**src/rtl/dbg_entry_pkg.sv**
```systemverilog
package dbg_entry_pkg;

   localparam int unsigned CAUSE_W_DEF = 32;

   // cause / enable bit positions
   localparam int unsigned CB_DPNMI = 0;
   localparam int unsigned CB_XBRK  = 1;
   localparam int unsigned CB_LSBRK = 2;
   localparam int unsigned CB_IBRK  = 3;
   localparam int unsigned CB_NMBRK = 4;
   localparam int unsigned CB_TRACE = 16;
   localparam int unsigned CB_MCI   = 28;
   localparam int unsigned CB_CKSTP = 29;

   localparam int unsigned CB_TOP   = CB_CKSTP;

   localparam logic [1:0] STAT_NORMAL = 2'b00;
   localparam logic [1:0] STAT_DEBUG  = 2'b11;

   typedef enum logic [1:0] {
      ST_RUN     = 2'd0,
      ST_DRAIN   = 2'd1,
      ST_DEBUG   = 2'd2,
      ST_CHKSTOP = 2'd3
   } dbg_state_e;

endpackage

```
**src/rtl/dbg_event_qual.sv**
```systemverilog
module dbg_event_qual
   import dbg_entry_pkg::*;
#(
   parameter int unsigned CAUSE_W = CAUSE_W_DEF
) (
   input  logic               recov_i,
   input  logic               mce_i,
   input  logic               dbg_en_i,
   input  logic [CAUSE_W-1:0] en_q_i,
   input  logic               ev_trace_i,
   input  logic               ev_ibrk_i,
   input  logic               ev_lsbrk_i,
   input  logic               ev_xbrk_i,
   input  logic               ev_nmbrk_i,
   input  logic               ev_dpnmi_i,
   input  logic               ev_mchk_i,
   output logic [CAUSE_W-1:0] set_o,
   output logic               ckstop_take_o,
   output logic               irq_take_o
);

   logic mchk_to_dbg_ck;
   logic mchk_to_dbg_mi;

   always_comb begin
      set_o           = '0;
      set_o[CB_TRACE] = ev_trace_i;
      set_o[CB_IBRK]  = ev_ibrk_i  & recov_i;
      set_o[CB_LSBRK] = ev_lsbrk_i & recov_i;
      set_o[CB_XBRK]  = ev_xbrk_i  & recov_i;
      set_o[CB_NMBRK] = ev_nmbrk_i;
      set_o[CB_DPNMI] = ev_dpnmi_i;
      set_o[CB_MCI]   = ev_mchk_i & mce_i;
      set_o[CB_CKSTP] = ev_mchk_i & ~mce_i;
   end

   assign mchk_to_dbg_ck = dbg_en_i & en_q_i[CB_CKSTP];
   assign mchk_to_dbg_mi = dbg_en_i & en_q_i[CB_MCI];

   assign ckstop_take_o = ev_mchk_i & ~mce_i & ~mchk_to_dbg_ck;
   assign irq_take_o    = ev_mchk_i &  mce_i & ~mchk_to_dbg_mi;

endmodule

```
**src/rtl/dbg_cause_reg.sv**
```systemverilog
module dbg_cause_reg
   import dbg_entry_pkg::*;
#(
   parameter int unsigned CAUSE_W = CAUSE_W_DEF
) (
   input  logic               clk,
   input  logic               rst_n,
   input  logic [CAUSE_W-1:0] set_i,
   input  logic               rd_i,
   output logic [CAUSE_W-1:0] q_o
);

   for (genvar b = 0; b < CAUSE_W; b++) begin : g_bit
      logic bit_q;
      always_ff @(posedge clk) begin
         if (!rst_n) bit_q <= 1'b0;
         else        bit_q <= (bit_q & ~rd_i) | set_i[b];
      end
      assign q_o[b] = bit_q;
   end

endmodule

```
**src/rtl/dbg_enable_reg.sv**
```systemverilog
module dbg_enable_reg
   import dbg_entry_pkg::*;
#(
   parameter int unsigned CAUSE_W = CAUSE_W_DEF
) (
   input  logic               clk,
   input  logic               rst_n,
   input  logic               we_i,
   input  logic [CAUSE_W-1:0] wdata_i,
   output logic [CAUSE_W-1:0] q_o
);

   always_ff @(posedge clk) begin
      if (!rst_n)    q_o <= '0;
      else if (we_i) q_o <= wdata_i;
   end

endmodule

```
**src/rtl/dbg_mode_fsm.sv**
```systemverilog
module dbg_mode_fsm
   import dbg_entry_pkg::*;
(
   input  logic clk,
   input  logic rst_n,
   input  logic pend_i,
   input  logic pipe_empty_i,
   input  logic exit_i,
   input  logic ckstop_take_i,
   input  logic irq_take_i,
   output logic in_debug_o,
   output logic in_ckstop_o,
   output logic irq_o
);

   dbg_state_e st_q, st_d;
   logic       irq_q;

   always_comb begin
      st_d = st_q;
      unique case (st_q)
         ST_RUN:     if (pend_i) st_d = pipe_empty_i ? ST_DEBUG : ST_DRAIN;
         ST_DRAIN:   if (pipe_empty_i) st_d = ST_DEBUG;
         ST_DEBUG:   if (exit_i) st_d = ST_RUN;
         ST_CHKSTOP: st_d = ST_CHKSTOP;
         default:    st_d = ST_RUN;
      endcase
      if (ckstop_take_i) st_d = ST_CHKSTOP;
   end

   always_ff @(posedge clk) begin
      if (!rst_n) begin
         st_q  <= ST_RUN;
         irq_q <= 1'b0;
      end else begin
         st_q  <= st_d;
         irq_q <= irq_take_i & (st_q != ST_CHKSTOP);
      end
   end

   assign in_debug_o  = (st_q == ST_DEBUG);
   assign in_ckstop_o = (st_q == ST_CHKSTOP);
   assign irq_o       = irq_q;

endmodule

```
**src/rtl/dbg_entry_ctrl.sv**
```systemverilog
module dbg_entry_ctrl
   import dbg_entry_pkg::*;
#(
   parameter int unsigned CAUSE_W = CAUSE_W_DEF
) (
   input  logic               clk,
   input  logic               rst_n,
   input  logic               dbg_en_i,
   input  logic               recov_i,
   input  logic               mce_i,
   input  logic               ev_trace_i,
   input  logic               ev_ibrk_i,
   input  logic               ev_lsbrk_i,
   input  logic               ev_xbrk_i,
   input  logic               ev_nmbrk_i,
   input  logic               ev_dpnmi_i,
   input  logic               ev_mchk_i,
   input  logic               pipe_empty_i,
   input  logic               exit_i,
   input  logic               cause_rd_i,
   output logic [CAUSE_W-1:0] cause_o,
   input  logic               en_we_i,
   input  logic [CAUSE_W-1:0] en_wdata_i,
   output logic               dbg_mode_o,
   output logic               chkstop_o,
   output logic               freeze_o,
   output logic [1:0]         status_o,
   output logic               mchk_irq_o
);

   if (CAUSE_W <= CB_TOP) begin : g_width_check
      $error("CAUSE_W must exceed the highest cause bit position");
   end

   logic [CAUSE_W-1:0] en_q;
   logic [CAUSE_W-1:0] cause_q;
   logic [CAUSE_W-1:0] set_vec;
   logic               ckstop_take;
   logic               irq_take;
   logic               pend;
   logic               in_debug;

   dbg_enable_reg #(.CAUSE_W(CAUSE_W)) u_en (
      .clk     (clk),
      .rst_n   (rst_n),
      .we_i    (en_we_i),
      .wdata_i (en_wdata_i),
      .q_o     (en_q)
   );

   dbg_event_qual #(.CAUSE_W(CAUSE_W)) u_qual (
      .recov_i       (recov_i),
      .mce_i         (mce_i),
      .dbg_en_i      (dbg_en_i),
      .en_q_i        (en_q),
      .ev_trace_i    (ev_trace_i),
      .ev_ibrk_i     (ev_ibrk_i),
      .ev_lsbrk_i    (ev_lsbrk_i),
      .ev_xbrk_i     (ev_xbrk_i),
      .ev_nmbrk_i    (ev_nmbrk_i),
      .ev_dpnmi_i    (ev_dpnmi_i),
      .ev_mchk_i     (ev_mchk_i),
      .set_o         (set_vec),
      .ckstop_take_o (ckstop_take),
      .irq_take_o    (irq_take)
   );

   dbg_cause_reg #(.CAUSE_W(CAUSE_W)) u_cause (
      .clk   (clk),
      .rst_n (rst_n),
      .set_i (set_vec),
      .rd_i  (cause_rd_i),
      .q_o   (cause_q)
   );

   assign pend = dbg_en_i & (|(cause_q & en_q));

   dbg_mode_fsm u_fsm (
      .clk           (clk),
      .rst_n         (rst_n),
      .pend_i        (pend),
      .pipe_empty_i  (pipe_empty_i),
      .exit_i        (exit_i),
      .ckstop_take_i (ckstop_take),
      .irq_take_i    (irq_take),
      .in_debug_o    (in_debug),
      .in_ckstop_o   (chkstop_o),
      .irq_o         (mchk_irq_o)
   );

   assign cause_o    = cause_q;
   assign dbg_mode_o = in_debug;
   assign freeze_o   = in_debug;
   assign status_o   = in_debug ? STAT_DEBUG : STAT_NORMAL;

endmodule

```
**config.mk**
```make
export PLATFORM = sky130hd
export DESIGN_NAME = dbg_entry_ctrl
export DESIGN_NICKNAME = d
export VERILOG_FILES = /design/src/rtl/dbg_entry_pkg.sv /design/src/rtl/dbg_event_qual.sv /design/src/rtl/dbg_cause_reg.sv /design/src/rtl/dbg_enable_reg.sv /design/src/rtl/dbg_mode_fsm.sv /design/src/rtl/dbg_entry_ctrl.sv
export SDC_FILE = /design/constraint.sdc
export NUM_CORES = 1
export LEC_CHECK = 0
export CAP_MARGIN = 20
export CORE_ASPECT_RATIO = 0.6
export CORE_MARGIN = 5
export CORE_UTILIZATION = 44
export CTS_CLUSTER_SIZE = 10
export DETAILED_ROUTE_END_ITERATION = 8
export MAX_ROUTING_LAYER = met4
export PLACE_DENSITY_LB_ADDON = 0.25
export SYNTH_ARGS = -nofsm -noshare
export SYNTH_HDL_FRONTEND = slang
export SYNTH_HIERARCHICAL = 1
export SYNTH_SLANG_ARGS = --single-unit
```
**constraint.sdc**
```tcl
create_clock -name clk -period 1.4 [get_ports clk]
set_input_delay 0.14 -clock clk [delete_from_list [all_inputs] [get_ports clk]]
set_output_delay 0.14 -clock clk [all_outputs]
set_load 0.05 [all_outputs]
```
# == After elaboration in Yosys (flattened, before gate mapping) ==
# Index checks and enable logic that the tools add are counted.
# W data, S select, Z words.
# totals
register_bits,67
out_inout_bits,38
word_cells,108
# op_classes
n_eq_ne,7
n_reduce_logical,3
bitwise_logic,56
mux,7
# ops
op,n
$and A1 B1 Y1,43
$and A32 B32 Y32,1
$reduce_or A32 Y1,1
$mux W2,6
$ne A3 B3 Y1 const B,3
$or A1 B1 Y1,8
$pmux W2 S4,1
$eq A2 B2 Y1 const B,2
$not A1 Y1,4
$reduce_and A3 Y1,1
$eq A2 B1 Y1 const B,1
$logic_not A2 Y1,1
$ne A2 B2 Y1 const B,1

# == Longest topological paths before layout ==
# Gate-level depths: netlist (run 1).
# logic_depth
ltp_word,6
ltp_mapped,6

# == By module ==
# Netlist (run 1), hierarchy kept.
# modules_own_cells
mod,area_each_um2,instances,cells_per_inst
dbg_cause_reg,1361.3,1,134
dbg_enable_reg,1243.7,1,103
dbg_event_qual,259.0,1,35
dbg_entry_ctrl,183.9,1,24
dbg_mode_fsm,142.6,1,15

# == Worst setup path after synthesis (run 1) ==
# OpenSTA, ideal clock, no wires.
# synth_path
path_type,register to output
startpoint,register u_fsm.st_q[1]
endpoint,output port freeze_o
arrival_ns,1.541
setup_slack_ns,-0.281
stages_incl_launch_ff,3
required_time_ns,1.260
n_path_buf,1
path_cell_list,dfxtp_1 nor2b_1 buf_4
# synth_between
elab_chain_len,1
# synth_rtl
item,line_no,source
from (decl),dbg_mode_fsm.sv:16,"dbg_state_e st_q, st_d;"
from (signal assigned),dbg_mode_fsm.sv:36,st_q <= st_d;
$eq A2 B2 Y1,dbg_mode_fsm.sv:41,assign in_debug_o = (st_q == ST_DEBUG);
to (decl),dbg_entry_ctrl.sv:26,"output logic freeze_o,"
# No other way between the ends.

# == Worst setup path after layout (run 1) ==
# layout_path
startpoint,register u_cause.g_bit[12].bit_q
endpoint,register u_fsm.st_q[1]
# layout_between
elab_chain_len,5
# layout_rtl
item,line_no,source
from (decl),dbg_cause_reg.sv:14,logic bit_q;
from (signal assigned),dbg_cause_reg.sv:17,else bit_q <= (bit_q & ~rd_i) | set_i[b];
$and A32 B32 Y32,dbg_entry_ctrl.sv:76,assign pend = dbg_en_i & (|(cause_q & en_q));
$reduce_or A32 Y1,dbg_entry_ctrl.sv:76,
$and A1 B1 Y1,dbg_entry_ctrl.sv:76,
net pend,dbg_entry_ctrl.sv:40,logic pend;
$ne A3 B3 Y1 (no line),--,
$reduce_and A3 Y1 (no line),--,
# The timed path passes the listed nets, and every way through them passes these cells.
# A chain may end at the register's enable or synchronous reset.

==> results of run 1 <==
-- how the worst min path moves through the flow --
stage	startpoint	to	slack (ps)	cells after the start
3_5_place_dp	u_en/q_o[11]	u_en/q_o[11]	510	2
2_1_floorplan	rst_n	u_cause/g_bit[24].bit_q	260	1
6_report	rst_n	u_cause/g_bit[21].bit_q	190	2
3_3_place_gp	u_en/q_o[20]	u_en/q_o[20]	500	2
4_1_cts	rst_n	u_cause/g_bit[21].bit_q	170	2
5_1_grt	rst_n	u_cause/g_bit[21].bit_q	190	2
-- critical path, delay by kind of cell, from the launching register on --
kind	cells	cell delay [ps]
and+or+nand+nor	2	310
AOI/OAI and AO/OA	3	690
DFF	1	320
-- final cells by class --
| cell class | count | share of cell area, % |
|---|---|---|
| multi-input cells | 191 | 30.6 |
| repair buffers | 122 | 30.9 |
| well taps | 91 | 2.49 |
| flip-flops and latches | 67 | 29.4 |
| clock buffers | 13 | 5.70 |
| inverters | 1 | 0.0822 |
| clock inverters | 2 | 0.767 |
-- layer usage --
| metal | routed length (µm) | GRT usage [%] |
|---|---|---|
| met3 | 536 | 7.29 |
| met5 | 0 | - |
| met1 | 3590 | 21.9 |
| met2 | 2980 | 24.2 |
| met4 | 99 | 6.17 |
-- cell families (layout without fill, tap and decap cells) --
| kind of cell | after synthesis | count (layout) |
|---|---|---|
| DFF | 67 | 67 |
| and+or+nand+nor | 82 | 82 |
| AOI/OAI and AO/OA | 53 | 53 |
| other | 1 | 24 |
| buffers and inverters | 76 | 138 |
| muxes | 32 | 32 |
-- metrics by stage --
step | std cells | setup TNS, ps
final | 487 | -56.2
after global routing | 487 | -287
after CTS | 487 | -24.7
after detailed placement | 472 | -110
after global placement | 472 | -102
after floorplan | 334 | -37.0
-- what timing repair did --
action / 4_1_cts / 5_1_grt
resized for setup: 2 / 3
pin swaps: 6 / 3
buffers inserted: 0 / 0
setup endpoints to repair: 2 / 6
hold buffers: 0 / 0
-- power by group through the flow --
stage          Sequential, mW  Clock [mW]  Combinational [mW]
2_1_floorplan            2.13           0               0.775
3_3_place_gp             2.15           0                1.16
3_5_place_dp             2.15           0                1.17
4_1_cts                  2.12        2.28                1.18
5_1_grt                  2.14        2.35                1.23
6_report                 2.12        2.23                1.17
-- registers in the layout, indices dropped and copies added (netlist names) --
name,cells
u_fsm/st_q,2
u_fsm/irq_o,1
u_en/q_o,32
u_cause/g_bit.bit_q,32
-- layout by cell type (no fill, tap or decap), types with 3 or more instances in the layout --
cell type	instances
dfxtp_1	64
nor2b_1	62
clkdlybuf4s50_1	45
buf_4	44
o21a_1	32
mux2i_1	32
buf_12	31
conb_1	24
a22oi_2	11
clkbuf_16	9
a22oi_1	5
and2_1	5
nand4_1	4
dfxtp_2	3
==> impl_metrics.py, run 1 <==
metrics = {
    "power": {
        "total_leakage_power_nw": 1.95,
        "powerDensity_mw_per_mm2": 1210,
        "vdd_drop_max_mv": 0.610,
        "switching_share_pct": 25.6,
        "seqPwrFrac_pct": 38.4,
        "p_int_mw": 4.11,
        "p_total_mw": 5.52,
        "p_sw_mw": 1.41,
        "power_frac_comb_pct": 21.2,
        "pwr-share-clk_pct": 40.5,
    },
    "synth": {
        "synth_area_per_cell_um2": 10.3,
        "seq_area_frac_synth_pct": 42.0,
        "yosys.area.top_type_share_pct": 42.0,
        "yosys_warnings": 6,
        "synth.ff_latch_count": 67,
        "syn_inst": 311,
        "syn_area_mm2": 0.00319,
        "synth_most_common_cell": "dfxtp_1",
        "synth_area_leaders": "dfxtp_1 (42%), buf_4 (15%), nor2b_1 (12%)",
        "synthSimpleGateAreaFrac_pct": 16.2,
        "synth_compound_area_share_pct": 13.1,
        "synth-edff-count": 0,
        "synth_mux_area_share_pct": 10.0,
        "yosysTopAreaCell": "dfxtp_1",
        "async_flop_share_pct": 0,
        "ys_types": 29,
        "synth_common_cells": "dfxtp_1 (67), nor2b_1 (63), buf_4 (62)",
        "synth_xor_area_share_pct": 0,
        "synth_flop_cell": "dfxtp_1",
        "synth_top_family_by_area": "buffers and inverters",
        "synthAdderAreaFrac_pct": 0,
    },
    "setup_path": {
        "critPathCaptureType": "register",
        "reg2reg_depth": 5,
        "r2r-end": "u_fsm/st_q[1]",
        "r2r-start": "u_cause/g_bit[12].bit_q",
        "crit_slowest_cell": "o41a_1",
        "cp_cell_sequence": "a22oi_1 -> nand4_1 -> o41a_1 -> nand2b_4 -> a311oi_2",
        "cp-start-kind": "register",
        "required_ps": 1590,
        "critPathCapture": "u_fsm/st_q[1]",
        "critPathMaxStageDelay_ps": 400,
        "crit_type": "register to register",
        "crit_start": "u_cause/g_bit[12].bit_q",
        "critPathArrivalTime_ps": 1640,
        "cp_max_fo": 2,
        "regToRegSetupSlack_ps": -40,
    },
    "timing": {
        "finalHoldViolCount": 0,
        "max_freq_mhz": 692,
        "drv_slew": 0,
        "fin_crit_ps": 1440,
        "rsz0062_at_grt": "true",
        "worst_slack_ps": -44.3,
        "setup_viol": 2,
        "worst_hold_slack_ps": 189,
        "clock_skew_ps": 3.56,
        "fin_crit_sh_pct": 103,
    },
    "routing": {
        "drt_pass1_iterations": 4,
        "drtAntennaViolNets": 0,
        "wl_um": 7200,
        "drc": 0,
        "drtIter0Drc": 63,
        "wire_per_inst_um": 14.8,
        "vias_per_cell": 4.53,
        "vias": 2204,
    },
    "grt": {
        "grt_pass1_vias": 2318,
        "grt_use_total_pct": 17.2,
        "grt_max_degree": 33,
        "grt_overflow": 0,
        "antenna_found_initial": 0,
        "grt_pass1_wl_um": 11800,
    },
    "layout": {
        "fin_util_pct": 63.9,
        "drive_gt1_share_pct": 27.5,
        "antenna_cells": 0,
        "nets": 440,
        "layout.area.seq_mm2": 0.00135,
        "fill_cells": 585,
        "multi_input_area_mm2": 0.00140,
        "syn2layout_area_growth_pct": 43.2,
        "stdcell_area_mm2": 0.00457,
    },
    "placed_design": {
        "hpwl_um": 5510,
        "gp_congestion": 0.764,
        "place_ws_ps": -70.7,
        "dpl_cell_area_mm2": 0.00426,
        "io_buffers": 85,
    },
    "run": {
        "drv_cap": 0,
    },
    "clock_network": {
        "cts.sinks": 67,
        "cts_buffer_depth": 2,
        "ctsRootBufferMaster": "clkbuf_16",
        "h-tree-depth": 3,
        "tritoncts": "done",
        "clk_latency_ps": 320,
        "cts_buffers": 9,
        "clkTransAtPathRegs_ps": 50,
    },
    "outcome": {
        "failed_checks": "setup timing",
        "status": "finished, violations left",
    },
    "floorplan": {
        "fp.dieW_um": 120,
        "die_area_mm2": 0.00911,
        "num_rows": 24,
        "core_mm2": 0.00715,
        "die_y_um": 76.0,
        "io_pins": 86,
        "start_util_pct": 44.6,
    },
    "worst_hold_path": {
        "holdCritPathClass": "input pin to register",
    },
}
Power figures use the tool's default switching activity.
==> run 2: changes to the inputs <==
CORE_MARGIN = not set   (was 5)
==> impl_metrics.py, run 2 (synthesis results as in run 1) <==
metrics = {
    "routing": {
        "vias_per_cell": 4.57,
        "wl_um": 6880,
        "drtIter0Drc": 56,
        "drc": 5,
        "drtAntennaViolNets": 0,
        "wire_per_inst_um": 14.2,
        "vias": 2208,
        "drt_pass1_iterations": 6,
    },
    "timing": {
        "worst_slack_ps": -24.8,
        "fin_crit_ps": 1420,
        "max_freq_mhz": 702,
        "finalHoldViolCount": 0,
        "fin_crit_sh_pct": 102,
        "worst_hold_slack_ps": 275,
        "timing.setup.tns_ps": -28.8,
        "clock_skew_ps": 4.56,
        "setup_viol": 2,
        "rsz0062_at_grt": "true",
        "drv_slew": 0,
    },
    "layout": {
        "fin_util_pct": 66.5,
        "nets": 440,
        "stdcell_area_mm2": 0.00456,
        "drive_gt1_share_pct": 27.8,
        "mostFrequentLayoutCell": "dfxtp_1",
        "antenna_cells": 0,
        "most-common-layout-cells": "dfxtp_1 (66), nor2b_1 (62), clkdlybuf4s50_1 (45), buf_4 (44)",
        "syn2layout_area_growth_pct": 42.8,
        "top_regs": "u_cause/g_bit.bit_q (32), u_en/q_o (32), u_fsm/st_q (2)",
    },
    "clock_network": {
        "h-tree-depth": 3,
        "clk_latency_ps": 320,
        "cts.sinks": 67,
        "clkTransAtPathRegs_ps": 50,
        "cts_buffer_depth": 2,
        "cts_buffers": 9,
        "holdBufCountCts": 0,
        "tritoncts": "done",
        "ctsRootBufferMaster": "clkbuf_16",
    },
    "grt": {
        "grt_max_degree": 33,
        "grt_pass1_vias": 2243,
        "grt_use_total_pct": 20.2,
        "grt_overflow": 0,
        "grt_pass1_wl_um": 11100,
        "antenna_found_initial": 0,
    },
    "worst_hold_path": {
        "hold_depth": 2,
        "holdCritPathClass": "input pin to register",
    },
    "setup_path": {
        "cp-start-kind": "register",
        "critPathArrivalTime_ps": 1610,
        "cp_max_fo": 3,
        "crit_type": "register to register",
        "critPathCaptureType": "register",
        "reg2reg_depth": 5,
        "required_ps": 1590,
    },
    "floorplan": {
        "num_rows": 23,
        "io_pins": 86,
        "fp.dieW_um": 112,
        "die_area_mm2": 0.00761,
        "die_y_um": 68.0,
        "start_util_pct": 46.6,
        "core_mm2": 0.00685,
    },
    "placed_design": {
        "gp_congestion": 0.783,
        "io_buffers": 85,
        "hpwl_um": 4970,
        "dpl_cell_area_mm2": 0.00425,
    },
    "run": {
        "drv_cap": 0,
    },
    "outcome": {
        "failed_checks": "DRC, setup timing",
        "status": "finished, violations left",
    },
    "power": {
        "total_leakage_power_nw": 1.94,
        "powerDensity_mw_per_mm2": 1180,
        "vdd_drop_max_mv": 0.673,
    },
}
-- run 2: changes by cell type in the layout (fill, tap and decap cells not counted), sizes merged --
cell,change
bufinv,-1
clkinv,+1
-- run 2: layout make-up --
cell class,instances,area [µm²]
sequential,67,1340
tap,87,109
inverter,1,3.75
clock buffer,13,270
fill,539,2290
clock inverter,2,10.0
multi-input combinational,191,1410
timing repair buffer,122,1410
-- run 2: stage by stage --
step                total power [mW]  worst slack (ps)  cells
finish                          5.36             -24.8    483
detailed placement              3.32             -27.0    468
global placement                3.30             -6.06    468
CTS                             5.41             0.262    483
floorplan                       2.91             -31.1    334
global route                    5.58             -53.6    483
-- run 2: worst max-delay path, cell delays in order (launching register included) --
cell	delay, ps
dfxtp_1	330
a22oi_1	200
nand4_1	200
o41a_1	400
nand2b_4	90
a311oi_2	80
-- run 2: timing repair --
| item | CTS | global route |
|---|---|---|
| setup endpoints to repair | 1 | 6 |
| pin swaps | 2 | 1 |
| resized for setup | 1 | 4 |
| buffers inserted | 0 | 0 |
| hold endpoints to repair | 0 | 0 |
-- run 2: power by group --
part	switching [mW]	internal (mW)
combinational	0.557	0.612
sequential	0.0896	2.03
clock	0.741	1.33
total	1.39	3.97
-- run 2: metal layers --
metal / track usage (%) / part of all wire, % / vias up / routed length, µm
met5: - / 0 / - / 0
met4: 7.00 / 0.64 / 0 / 44
met3: 5.85 / 5.3 / 5 / 363
met2: 30.0 / 43 / 57 / 2970
met1: 26.3 / 51 / 1019 / 3500
li1: - / - / 1127 / -
-- run 2: final timing paths --
check,startpoint,to,slack (ps)
worst min register to register,u_en/q_o[7],u_en/q_o[7],530
worst max register to register,u_cause/g_bit[16].bit_q,u_fsm/st_q[1],-20
worst max-delay path,u_cause/g_bit[16].bit_q,u_fsm/st_q[1],-20
worst min-delay path,rst_n,u_cause/g_bit[18].bit_q,280
==> run 3: changes to the inputs <==
SKIP_CTS_REPAIR_TIMING = 1   (was not set)
SLEW_MARGIN = 20   (was not set)
==> impl_metrics.py, run 3 (synthesis results as in run 1) <==
metrics = {
    "routing": {
        "wl_met3_um": 424,
        "top_layer_used": "met4",
        "wire_per_inst_um": 14.2,
        "drt_pass1_iterations": 6,
        "wl_met1_um": 3400,
        "wl_um": 6870,
        "drtIter0Drc": 77,
        "wl_met2_um": 3010,
        "drtAntennaViolNets": 0,
        "vias": 2211,
        "vias_per_cell": 4.58,
        "drc": 5,
    },
    "clock_network": {
        "cts.sinks": 67,
        "ctsRootBufferMaster": "clkbuf_16",
        "cts_buffer_depth": 2,
        "clkTransAtPathRegs_ps": 50,
        "h-tree-depth": 3,
        "clk_latency_ps": 320,
        "tritoncts": "done",
        "cts_buffers": 9,
    },
    "floorplan": {
        "core_mm2": 0.00685,
        "start_util_pct": 46.6,
        "die_y_um": 68.0,
        "io_pins": 86,
        "num_rows": 23,
        "die_area_mm2": 0.00761,
        "fp.dieW_um": 112,
    },
    "layout": {
        "mostFrequentLayoutCell": "dfxtp_1",
        "most-common-layout-cells": "dfxtp_1 (65), nor2b_1 (62), clkdlybuf4s50_1 (45), buf_4 (44)",
        "drive_gt1_share_pct": 27.5,
        "antenna_cells": 0,
        "top_regs": "u_cause/g_bit.bit_q (32), u_en/q_o (32), u_fsm/st_q (2)",
        "syn2layout_area_growth_pct": 42.5,
        "nets": 440,
        "final_cells": 483,
    },
    "placed_design": {
        "gp_congestion": 0.783,
        "placed_cells": 468,
        "hpwl_um": 4970,
        "place_ws_ps": -27.0,
        "io_buffers": 85,
    },
    "setup_path": {
        "critPathCaptureType": "register",
        "critPathArrivalTime_ps": 1610,
        "cp_max_fo": 2,
        "cp-start-kind": "register",
        "required_ps": 1590,
        "crit_type": "register to register",
    },
    "timing": {
        "fin_crit_sh_pct": 102,
        "worst_slack_ps": -21.2,
        "max_freq_mhz": 704,
        "worst_hold_slack_ps": 275,
        "clock_skew_ps": 5.25,
        "drv_slew": 0,
        "finalHoldViolCount": 0,
        "rsz0062_at_grt": "true",
        "fin_crit_ps": 1420,
        "timing.setup.tns_ps": -26.3,
        "setup_viol": 2,
    },
    "power": {
        "seqPwrFrac_pct": 39.6,
        "vdd_drop_max_mv": 0.673,
        "powerDensity_mw_per_mm2": 1180,
        "switching_share_pct": 25.9,
        "p_sw_mw": 1.39,
        "pwr-share-clk_pct": 38.6,
        "total_leakage_power_nw": 1.94,
        "power_frac_comb_pct": 21.8,
        "p_int_mw": 3.97,
    },
    "grt": {
        "grt_pass1_wl_um": 11100,
        "grt_max_degree": 33,
        "antenna_found_initial": 0,
        "grt_use_total_pct": 20.2,
        "grt_pass1_vias": 2243,
        "grt_overflow": 0,
    },
    "run": {
        "drv_cap": 0,
    },
    "worst_hold_path": {
        "holdCritPathClass": "input pin to register",
    },
    "outcome": {
        "failed_checks": "DRC, setup timing",
        "status": "finished, violations left",
    },
}
-- run 3: area by class of cell --
| cell class | count | area [µm²] |
|---|---|---|
| Sequential cell | 67 | 1340 |
| Fill cell | 541 | 2300 |
| Multi-Input combinational cell | 191 | 1400 |
| Clock inverter | 2 | 10.0 |
| Timing Repair Buffer | 122 | 1410 |
| Clock buffer | 13 | 270 |
| Tap cell | 87 | 109 |
| Inverter | 1 | 3.75 |
-- run 3: worst max-delay path: stages (launching register included) --
cell and delay [ps]:
dfxtp_2 320, a22oi_2 220, nand4_1 120, o41a_1 450, nand2b_4 90, a311oi_2 80
-- run 3: through the flow --
step	util, %	total power [mW]	instance area (µm²)
floorplan	-	2.91	3390
global placement	62.1	3.30	4250
detailed placement	62.1	3.32	4250
CTS	66.2	5.40	4530
global route	66.4	5.58	4550
finish	66.4	5.36	4550
-- run 3: metal layers --
| metal | track usage [%] | vias to the layer above |
|---|---|---|
| met1 | 26.3 | 1014 |
| met4 | 7.00 | 0 |
| met2 | 30.0 | 64 |
| met5 | - | - |
| li1 | - | 1128 |
| met3 | 5.85 | 5 |
-- run 3: power groups by stage --
stage          Sequential, mW  Clock, mW  Combinational, mW
2_1_floorplan            2.13          0              0.775
3_3_place_gp             2.15          0               1.15
3_5_place_dp             2.15          0               1.17
4_1_cts                  2.12       2.11               1.17
5_1_grt                  2.13       2.22               1.23
6_report                 2.12       2.07               1.17
-- run 3: worst paths after layout --
| kind | slack (ps) | to | startpoint | cells after the start |
|---|---|---|---|---|
| worst max-delay path | -20 | u_fsm/st_q[1] | u_en/q_o[3] | 5 |
| worst min-delay path | 280 | u_cause/g_bit[18].bit_q | rst_n | 2 |
| worst max register to register | -20 | u_fsm/st_q[1] | u_en/q_o[3] | 5 |
| worst min register to register | 530 | u_en/q_o[7] | u_en/q_o[7] | 2 |
